File: config.mk
export PLATFORM = sky130hd
export DESIGN_NAME = flash_cmd_decoder
export DESIGN_NICKNAME = d
export VERILOG_FILES = /design/src/rtl/fcd_pkg.sv /design/src/rtl/fcd_cycle_class.sv /design/src/rtl/fcd_addr_slots.sv /design/src/rtl/fcd_seq_ctrl.sv /design/src/rtl/flash_cmd_decoder.sv
export SDC_FILE = /design/constraint.sdc
export NUM_CORES = 1
export LEC_CHECK = 0
export ABC_AREA = 1
export CELL_PAD_IN_SITES_DETAIL_PLACEMENT = 0
export CELL_PAD_IN_SITES_GLOBAL_PLACEMENT = 1
export CORE_ASPECT_RATIO = 1.5
export CORE_UTILIZATION = 33
export CTS_BUF_LIST = sky130_fd_sc_hd__clkbuf_8 sky130_fd_sc_hd__clkbuf_16
export CTS_CLUSTER_DIAMETER = 30
export DETAILED_ROUTE_END_ITERATION = 7
export GPL_TIMING_DRIVEN = 1
export PLACE_DENSITY = 0.79
export SLEW_MARGIN = 20
export SYNTH_ARGS = -nofsm -noshare
export SYNTH_HDL_FRONTEND = slang
export SYNTH_SLANG_ARGS = --single-unit
File: constraint.sdc
create_clock -name clk -period 2 [get_ports clk]
set_clock_uncertainty 0.1 [all_clocks]
set_input_delay 0.3 -clock clk [delete_from_list [all_inputs] [get_ports clk]]
set_output_delay 0.3 -clock clk [all_outputs]
set_load 0.01 [all_outputs]
File: src/rtl/fcd_pkg.sv
package fcd_pkg;

   typedef enum logic [3:0] {
      OPK_NONE      = 4'd0,
      OPK_PAGE_READ = 4'd1,
      OPK_COPY_READ = 4'd2,
      OPK_RAND_OUT  = 4'd3,
      OPK_PROGRAM   = 4'd4,
      OPK_CHAIN     = 4'd5,
      OPK_RAND_IN   = 4'd6,
      OPK_COPY_PROG = 4'd7,
      OPK_ERASE     = 4'd8,
      OPK_STATUS    = 4'd9,
      OPK_RESET     = 4'd10
   } op_kind_t;

   typedef enum logic [2:0] {
      CYC_NONE,
      CYC_CMD,
      CYC_ADDR,
      CYC_DATA,
      CYC_BAD
   } cyc_t;

   typedef enum logic [3:0] {
      ST_IDLE,
      ST_RD_ADDR,
      ST_RD_CONF,
      ST_RO_ADDR,
      ST_RO_CONF,
      ST_PG_ADDR,
      ST_PG_DATA,
      ST_RI_ADDR,
      ST_CHAIN,
      ST_CB_ADDR,
      ST_CB_CONF,
      ST_ER_ADDR,
      ST_ER_CONF
   } seq_st_t;

   localparam logic [7:0] CMD_READ_SETUP  = 8'h00;
   localparam logic [7:0] CMD_RAND_OUT    = 8'h05;
   localparam logic [7:0] CMD_PROG_GO     = 8'h10;
   localparam logic [7:0] CMD_BANK_NEXT   = 8'h11;
   localparam logic [7:0] CMD_READ_GO     = 8'h30;
   localparam logic [7:0] CMD_COPY_RD_GO  = 8'h35;
   localparam logic [7:0] CMD_ERASE_SETUP = 8'h60;
   localparam logic [7:0] CMD_STATUS      = 8'h70;
   localparam logic [7:0] CMD_PROG_SETUP  = 8'h80;
   localparam logic [7:0] CMD_RAND_IN     = 8'h85;
   localparam logic [7:0] CMD_ERASE_GO    = 8'hD0;
   localparam logic [7:0] CMD_RO_GO       = 8'hE0;
   localparam logic [7:0] CMD_RESET       = 8'hFF;

endpackage

File: src/rtl/fcd_cycle_class.sv
module fcd_cycle_class
   import fcd_pkg::*;
(
   input  logic stb,
   input  logic cle,
   input  logic ale,
   output cyc_t cyc
);

   always_comb begin
      if (!stb)
         cyc = CYC_NONE;
      else if (cle && ale)
         cyc = CYC_BAD;
      else if (cle)
         cyc = CYC_CMD;
      else if (ale)
         cyc = CYC_ADDR;
      else
         cyc = CYC_DATA;
   end

endmodule

File: src/rtl/fcd_addr_slots.sv
module fcd_addr_slots #(
   parameter int NSLOT = 4,
   localparam int IDX_W = $clog2(NSLOT + 1)
) (
   input  logic               clk,
   input  logic               rst_n,
   input  logic               wr_en,
   input  logic [IDX_W-1:0]   wr_idx,
   input  logic [7:0]         wr_byte,
   output logic [8*NSLOT-1:0] slots_flat
);

   for (genvar g = 0; g < NSLOT; g++) begin : g_slot
      logic [7:0] slot_q;
      always_ff @(posedge clk) begin
         if (!rst_n)
            slot_q <= '0;
         else if (wr_en && wr_idx == IDX_W'(g))
            slot_q <= wr_byte;
      end
      assign slots_flat[8*g +: 8] = slot_q;
   end

   a_r3_slot_in_range: assert property (@(posedge clk) disable iff (!rst_n)
      wr_en |-> (int'(wr_idx) < NSLOT));

endmodule

File: src/rtl/fcd_seq_ctrl.sv
module fcd_seq_ctrl
   import fcd_pkg::*;
#(
   parameter int COL_CYC   = 2,
   parameter int ROW_CYC   = 2,
   parameter int MAX_BANKS = 4,
   localparam int NSLOT  = COL_CYC + ROW_CYC,
   localparam int SLOT_W = $clog2(NSLOT + 1),
   localparam int CNT_W  = $clog2(MAX_BANKS + 1),
   localparam int BANK_W = (MAX_BANKS > 1) ? $clog2(MAX_BANKS) : 1
) (
   input  logic              clk,
   input  logic              rst_n,
   input  cyc_t              cyc,
   input  logic [7:0]        cmd_byte,
   input  logic              busy_clr,
   output logic              wr_en,
   output logic [SLOT_W-1:0] wr_idx,
   output logic              op_valid,
   output op_kind_t          op_kind,
   output logic [BANK_W-1:0] op_bank,
   output logic              busy,
   output logic              err
);

   seq_st_t           st_q, st_n;
   logic [SLOT_W-1:0] cnt_q, cnt_n;
   logic [CNT_W-1:0]  bank_q, bank_n;
   logic              busy_q, busy_n;
   logic              vld_q, vld_n;
   op_kind_t          kind_q, kind_n;
   logic [BANK_W-1:0] obank_q, obank_n;
   logic              err_q;
   logic              fail;
   logic [SLOT_W-1:0] len;
   logic [SLOT_W-1:0] base;
   logic [BANK_W-1:0] bank_idx;

   assign bank_idx = (bank_q == '0) ? '0 : BANK_W'(bank_q - CNT_W'(1));

   always_comb begin
      case (st_q)
         ST_RD_ADDR, ST_PG_ADDR, ST_CB_ADDR: len = SLOT_W'(NSLOT);
         ST_RO_ADDR, ST_RI_ADDR:             len = SLOT_W'(COL_CYC);
         ST_ER_ADDR:                         len = SLOT_W'(ROW_CYC);
         default:                            len = '0;
      endcase
      base = (st_q == ST_ER_ADDR) ? SLOT_W'(COL_CYC) : '0;
   end

   always_comb begin
      st_n    = st_q;
      cnt_n   = cnt_q;
      bank_n  = bank_q;
      busy_n  = busy_q & ~busy_clr;
      vld_n   = 1'b0;
      kind_n  = OPK_NONE;
      obank_n = obank_q;
      wr_en   = 1'b0;
      wr_idx  = base + cnt_q;
      fail    = 1'b0;

      if (cyc == CYC_BAD) begin
         fail = 1'b1;
      end else if (cyc == CYC_CMD && cmd_byte == CMD_RESET) begin
         vld_n  = 1'b1;
         kind_n = OPK_RESET;
         busy_n = 1'b0;
         st_n   = ST_IDLE;
         cnt_n  = '0;
         bank_n = '0;
      end else if (busy_q) begin
         if (cyc == CYC_CMD && cmd_byte == CMD_STATUS) begin
            vld_n  = 1'b1;
            kind_n = OPK_STATUS;
         end else if (cyc == CYC_CMD || cyc == CYC_ADDR) begin
            fail = 1'b1;
         end
      end else if (cyc == CYC_ADDR) begin
         if (len == '0) begin
            fail = 1'b1;
         end else begin
            wr_en = 1'b1;
            if (cnt_q == len - SLOT_W'(1)) begin
               cnt_n = '0;
               case (st_q)
                  ST_RD_ADDR: st_n = ST_RD_CONF;
                  ST_RO_ADDR: st_n = ST_RO_CONF;
                  ST_PG_ADDR: st_n = ST_PG_DATA;
                  ST_CB_ADDR: st_n = ST_CB_CONF;
                  ST_ER_ADDR: st_n = ST_ER_CONF;
                  default: begin
                     st_n   = ST_PG_DATA;
                     vld_n  = 1'b1;
                     kind_n = OPK_RAND_IN;
                  end
               endcase
            end else begin
               cnt_n = cnt_q + SLOT_W'(1);
            end
         end
      end else if (cyc == CYC_CMD) begin
         cnt_n = '0;
         case (st_q)
            ST_IDLE: begin
               case (cmd_byte)
                  CMD_READ_SETUP:  st_n = ST_RD_ADDR;
                  CMD_RAND_OUT:    st_n = ST_RO_ADDR;
                  CMD_RAND_IN:     st_n = ST_CB_ADDR;
                  CMD_ERASE_SETUP: st_n = ST_ER_ADDR;
                  CMD_PROG_SETUP: begin
                     st_n   = ST_PG_ADDR;
                     bank_n = CNT_W'(1);
                  end
                  CMD_STATUS: begin
                     vld_n  = 1'b1;
                     kind_n = OPK_STATUS;
                  end
                  default: fail = 1'b1;
               endcase
            end
            ST_RD_CONF: begin
               if (cmd_byte == CMD_READ_GO || cmd_byte == CMD_COPY_RD_GO) begin
                  vld_n  = 1'b1;
                  kind_n = (cmd_byte == CMD_READ_GO) ? OPK_PAGE_READ : OPK_COPY_READ;
                  busy_n = 1'b1;
                  st_n   = ST_IDLE;
               end else begin
                  fail = 1'b1;
               end
            end
            ST_RO_CONF: begin
               if (cmd_byte == CMD_RO_GO) begin
                  vld_n  = 1'b1;
                  kind_n = OPK_RAND_OUT;
                  st_n   = ST_IDLE;
               end else begin
                  fail = 1'b1;
               end
            end
            ST_PG_DATA: begin
               if (cmd_byte == CMD_PROG_GO) begin
                  vld_n   = 1'b1;
                  kind_n  = OPK_PROGRAM;
                  obank_n = bank_idx;
                  busy_n  = 1'b1;
                  bank_n  = '0;
                  st_n    = ST_IDLE;
               end else if (cmd_byte == CMD_RAND_IN) begin
                  st_n = ST_RI_ADDR;
               end else if (cmd_byte == CMD_BANK_NEXT && int'(bank_q) < MAX_BANKS) begin
                  vld_n   = 1'b1;
                  kind_n  = OPK_CHAIN;
                  obank_n = bank_idx;
                  st_n    = ST_CHAIN;
               end else begin
                  fail = 1'b1;
               end
            end
            ST_CHAIN: begin
               if (cmd_byte == CMD_PROG_SETUP) begin
                  st_n   = ST_PG_ADDR;
                  bank_n = bank_q + CNT_W'(1);
               end else begin
                  fail = 1'b1;
               end
            end
            ST_CB_CONF: begin
               if (cmd_byte == CMD_PROG_GO) begin
                  vld_n  = 1'b1;
                  kind_n = OPK_COPY_PROG;
                  busy_n = 1'b1;
                  st_n   = ST_IDLE;
               end else begin
                  fail = 1'b1;
               end
            end
            ST_ER_CONF: begin
               if (cmd_byte == CMD_ERASE_GO) begin
                  vld_n  = 1'b1;
                  kind_n = OPK_ERASE;
                  busy_n = 1'b1;
                  st_n   = ST_IDLE;
               end else begin
                  fail = 1'b1;
               end
            end
            default: fail = 1'b1;
         endcase
      end

      if (fail) begin
         vld_n  = 1'b0;
         kind_n = OPK_NONE;
         wr_en  = 1'b0;
         if (!busy_q) begin
            st_n   = ST_IDLE;
            cnt_n  = '0;
            bank_n = '0;
         end
      end
   end

   always_ff @(posedge clk) begin
      if (!rst_n) begin
         st_q    <= ST_IDLE;
         cnt_q   <= '0;
         bank_q  <= '0;
         busy_q  <= 1'b0;
         vld_q   <= 1'b0;
         kind_q  <= OPK_NONE;
         obank_q <= '0;
         err_q   <= 1'b0;
      end else begin
         st_q    <= st_n;
         cnt_q   <= cnt_n;
         bank_q  <= bank_n;
         busy_q  <= busy_n;
         vld_q   <= vld_n;
         kind_q  <= kind_n;
         obank_q <= vld_n ? obank_n : '0;
         err_q   <= fail;
      end
   end

   assign op_valid = vld_q;
   assign op_kind  = kind_q;
   assign op_bank  = obank_q;
   assign busy     = busy_q;
   assign err      = err_q;

   // a reset command always clears busy and is reported
   a_r9_reset_any_state: assert property (@(posedge clk) disable iff (!rst_n)
      (cyc == CYC_CMD && cmd_byte == CMD_RESET) |=> (!busy_q && vld_q && kind_q == OPK_RESET));

   a_r11_busy_rejects: assert property (@(posedge clk) disable iff (!rst_n)
      (busy_q && cyc == CYC_CMD && cmd_byte != CMD_RESET && cmd_byte != CMD_STATUS)
      |=> (err_q && !vld_q));

   a_r2_bad_cycle_err: assert property (@(posedge clk) disable iff (!rst_n)
      (cyc == CYC_BAD) |=> err_q);

   a_r12_req_vs_err: assert property (@(posedge clk) disable iff (!rst_n)
      !(vld_q && err_q));

   a_r6_bank_bound: assert property (@(posedge clk) disable iff (!rst_n)
      int'(bank_q) <= MAX_BANKS);

   a_r3_busy_cause: assert property (@(posedge clk) disable iff (!rst_n)
      $rose(busy_q) |-> (vld_q && (kind_q == OPK_PAGE_READ || kind_q == OPK_COPY_READ ||
                                   kind_q == OPK_PROGRAM || kind_q == OPK_COPY_PROG ||
                                   kind_q == OPK_ERASE)));

endmodule

File: src/rtl/flash_cmd_decoder.sv
module flash_cmd_decoder
   import fcd_pkg::*;
#(
   parameter int COL_CYC   = 2,
   parameter int ROW_CYC   = 2,
   parameter int MAX_BANKS = 4,
   localparam int NSLOT  = COL_CYC + ROW_CYC,
   localparam int SLOT_W = $clog2(NSLOT + 1),
   localparam int COL_W  = 8 * COL_CYC,
   localparam int ROW_W  = 8 * ROW_CYC,
   localparam int BANK_W = (MAX_BANKS > 1) ? $clog2(MAX_BANKS) : 1
) (
   input  logic              clk,
   input  logic              rst_n,
   input  logic              wr_stb,
   input  logic              cle,
   input  logic              ale,
   input  logic [7:0]        io_in,
   input  logic              busy_clr,
   output logic              op_valid,
   output logic [3:0]        op_kind,
   output logic [COL_W-1:0]  op_col,
   output logic [ROW_W-1:0]  op_row,
   output logic [BANK_W-1:0] op_bank,
   output logic              busy,
   output logic              err_pulse
);

   if (COL_CYC < 1 || ROW_CYC < 1) begin : g_bad_addr_cfg
      $error("flash_cmd_decoder: column and row need at least one byte each");
   end
   if (MAX_BANKS < 1 || MAX_BANKS > 16) begin : g_bad_bank_cfg
      $error("flash_cmd_decoder: MAX_BANKS must lie in 1..16");
   end

   cyc_t              cyc;
   logic              wr_en;
   logic [SLOT_W-1:0] wr_idx;
   logic [8*NSLOT-1:0] slots;
   op_kind_t          kind;

   fcd_cycle_class i_class (
      .stb (wr_stb),
      .cle (cle),
      .ale (ale),
      .cyc (cyc)
   );

   fcd_seq_ctrl #(
      .COL_CYC   (COL_CYC),
      .ROW_CYC   (ROW_CYC),
      .MAX_BANKS (MAX_BANKS)
   ) i_seq (
      .clk      (clk),
      .rst_n    (rst_n),
      .cyc      (cyc),
      .cmd_byte (io_in),
      .busy_clr (busy_clr),
      .wr_en    (wr_en),
      .wr_idx   (wr_idx),
      .op_valid (op_valid),
      .op_kind  (kind),
      .op_bank  (op_bank),
      .busy     (busy),
      .err      (err_pulse)
   );

   fcd_addr_slots #(
      .NSLOT (NSLOT)
   ) i_slots (
      .clk        (clk),
      .rst_n      (rst_n),
      .wr_en      (wr_en),
      .wr_idx     (wr_idx),
      .wr_byte    (io_in),
      .slots_flat (slots)
   );

   assign op_kind = kind;
   assign op_col  = slots[COL_W-1:0];
   assign op_row  = slots[8*NSLOT-1:COL_W];

endmodule

==> results by group <==
Yosys
  – Synth Area in Adders: roughly 2.5%
  – Post-Syn Nets: ~470
  – Most numerous cell in the Yosys netlist: nand2_1
  – Post-synthesis mux area share: less than 1%
  – Synthesis Warnings: 0
  – Yosys cell types: 40
  – Sequential area share after synthesis: between 30% and 40%
  – Synth Cell Area: about 3000 um2
  – Simple-gate portion of the synthesized area: between 30% and 40%
  – Top cells by count, synth: 96 x nand2_1, 68 x nor2_1, 51 x dfxtp_1
  – Compound-gate portion of the synthesized area: 18.4%
  – Mean Syn Cell Area: 6.64 um2
  – Top FF cell, synth: dfxtp_1
  – Area leader, netlist: dfxtp_1
  – Top post-synthesis cells by area: dfxtp_1 34%, nand2_1 12%, nor2_1 8.6%
  – Largest family of logic cells by synthesized area: simple AND/OR/NAND/NOR gates
  – Asr flop ratio synth: 0%
  – Synthesis-stage register bit count: 51
  – Cell count after synthesis: about 450
  – Xor and xnor area share after synthesis: less than 1%
  – Post-synth EDFFs: 0
  – Yosys top cell area share: between 30% and 40%

Critical path
  – Req. time, crit path: around 2 ns
  – Buf/Inv on CP: 6
  – Cells along the critical path: nand2_2, buf_4, nor2_4, ha_2, inv_2, buf_12, nor4_4, buf_6, buf_12, buf_16, a211oi_1
  – Worst flop-to-flop path endpoint: i_slots.g_slot[3].slot_q[5]
  – Crit Path Class: register to register
  – Top Family by Delay on Critical Path: buffers and inverters
  – Max stage delay cell, worst path: dfxtp_4
  – Worst r2r src: i_seq.st_q[0]
  – R2R Setup Slk: -0.04 ns
  – Crit path DAT: around 2.1 ns
  – CP endpoint kind: register
  – CP startpoint kind: register
  – Crit path top cell by count: buf_12
  – Worst R2R Path Depth: 11
  – CP max FO: 8
  – CP peak stage delay: around 0.37 ns

Die
  – Die width: ~80 um
  – I/O pin count: 55
  – Die Y: about 120 um
  – Core Region: ~8800 um2
  – Starting Density: 33.9%
  – Die ar.: 9410 um2
  – Row cnt: between 40 and 50

Pwr
  – Max IR drop VDD: ~0.38 mV
  – Leakage: around 2.2 nW
  – Pwr/cell area: about 440 nW/um2

Status
  – Status: complete, but fails checks
  – Failing checks: negative setup slack

Detailed routing
  – Post-route ant nets: 0
  – Routed vias/inst: roughly 4.9
  – Via count: ~3500
  – WL/cell: about 15 um
  – Routed Wire Length: 10700 um
  – Initial drt markers: approximately 120
  – DRC: 0
  – TritonRoute pass-1 iters: 6

Cells and area
  – Multi-input gate area: between 2000 and 2500 um2
  – Diodes inserted: 0
  – Area Overhead vs Synth: 68.7%
  – Finished Layout Cells: 717
  – Sequential Area: roughly 1000 um2
  – Layout cells sized above 1: between 30% and 40%
  – Nets: approximately 630
  – Fin util: 57.2%
  – Fill cell count: 850

Placement
  – Placed Cells: roughly 700
  – Dpl hpwl: approximately 8500 um
  – IO buf count: 54
  – GPL Wtd Cong: approximately 0.94

Global route
  – First-pass GRT wire length: roughly 17000 um
  – Largest net degree at the start of global routing: 19
  – Initial antenna violation count: 0
  – Overall Global Routing Usage: 23.5%
  – Vias in the first global route: 3603
  – Total grt overflow: 0

CTS
  – Clock sink count: between 50 and 60
  – Worst-path clk slew: 0.08 ns
  – CTS tree: built
  – Maximum root-to-sink buffer count: 2
  – Clock buffer count from CTS: 5
  – Hold-fix buffers, CTS: 0
  – CTS root buf: clkbuf_16
  – CTS H-tree depth: 2
  – Clock latency on the worst-skew pair: ~0.3 ns

STA
  – Final count of negative-setup-slack endpoints: 8
  – Hold_ws: 0.394 ns
  – Final worst path period share: 102%
  – Slew Viols, Final: 0
  – Final worst path period need: just over 2 ns
  – Slew @ Worst Pin: 0.660 ns
  – Max Freq: a little under 0.5 GHz
  – RSZ-0062 raised after global routing: true
  – Final hold violation count: 0
  – Final worst-path setup slack: -0.0431 ns
  – Slew margin rel.: a little under three fifths

Hold path
  – Min-Delay Path Class: register to register
  – Hold Crit Start: i_slots.g_slot[1].slot_q[5]
  – Hold EP: i_slots.g_slot[1].slot_q[5]
  – Hold Crit Depth: 2

Run
  – Max-cap violation count: 0
stage by stage:
step                instance area (um2)  power [W]  worst slack [ns]  setup TNS [ns]
finish                             5020    0.00221           -0.0431          -0.231
global route                       5020    0.00230            -0.117           -2.85
CTS                                4800    0.00220           -0.0734          -0.132
detailed placement                 4410    0.00130            -0.402           -9.91
global placement                   4410    0.00130            -0.409           -9.43
floorplan                          3030    0.00116           0.00215               0
sequential cells by signal, summed over array words and instances, names as in the netlist, 2 cells and up:
name                   flops
i_seq.op_bank              2
i_seq.st_q                 4
i_seq.op_kind              4
i_seq.cnt_q                3
i_seq.bank_q               3
i_slots.g_slot.slot_q     32
cell families (layout without fill, tap and decap cells):
family                   Yosys count  count (layout)
AO/OA/AOI/OAI                     95              95
XOR/XNOR                           1               1
adder cells (fa/ha/maj)            6               6
buffers and inverters             67             226
flip-flops                        51              51
multiplexers                       1               1
AND/OR/NAND/NOR                  227             227
where the power goes:
part | switching [W] | internal [W] | leakage, nW | total (W)
combinational | 0.000168 | 0.000123 | 1.70 | 0.000290
sequential | 0.00000274 | 0.00101 | 0.414 | 0.00102
clock | 0.000428 | 0.000478 | 0.0723 | 0.000907
total | 0.000599 | 0.00161 | 2.18 | 0.00221
worst max-delay path by stage:
stage	startpoint	to	slack (ns)	cells past startpoint
global route	i_seq.st_q[0]	i_seq.st_q[1]	-0.12	15
CTS	i_seq.st_q[0]	i_seq.st_q[1]	-0.07	15
floorplan	i_seq.st_q[3]	i_slots.g_slot[1].slot_q[1]	0.002	11
global placement	io_in[4]	i_seq.op_kind[0]	-0.41	13
detailed placement	io_in[4]	i_seq.op_kind[2]	-0.40	13
finish	i_seq.st_q[0]	i_slots.g_slot[3].slot_q[5]	-0.04	11
placed cells by master (no fill, tap or decap), drive strengths merged, types with 2 or more instances in the layout:
master / n
buf: 107
nand2: 99
nor2: 86
inv: 59
dfxtp: 51
clkdlybuf4s50: 46
a21oi: 38
o21ai: 30
nand3: 26
a211oi: 18
dlygate4sd2: 7
nor3: 6
ha: 6
clkbuf: 5
nand4: 4
nor4: 3
a31oi: 2
o31ai: 2
o211ai: 2
worst register-to-register path, cell delays in order (launching register included):
cell and delay [ns]:
dfxtp_4 0.37, nand2_2 0.07, buf_4 0.11, nor2_4 0.04, ha_2 0.31, inv_2 0.06
buf_12 0.13, nor4_4 0.27, buf_6 0.15, buf_12 0.10, buf_16 0.12, a211oi_1 0.06
layer usage:
| metal | wire (um) | global-route usage (%) | share of wire [%] | vias up |
|---|---|---|---|---|
| met5 | 0 | 0 | 0 | - |
| met4 | 547 | 13.6 | 5.1 | 0 |
| li1 | - | - | - | 1788 |
| met1 | 3940 | 23.9 | 37 | 1618 |
| met3 | 299 | 2.63 | 2.8 | 35 |
| met2 | 5930 | 44.2 | 55 | 78 |
final cells by class:
cell class / instances / share of cell area (%)
Clock buffer: 5 / 2.49
Tap cell: 110 / 2.74
Inverter: 57 / 4.41
Sequential cell: 51 / 20.6
Multi-Input combinational cell: 330 / 40.4
Clock inverter: 3 / 0.548
Timing Repair Buffer: 161 / 28.8
repair_timing:
action,4_1_cts,5_1_grt
setup buffers,8,4
gates cloned,2,0
resized for setup,50,55
pin swaps,23,21
endpoints found under the setup margin,49,49
endpoints found under the hold margin,0,0
Power figures use the tool's default switching activity.
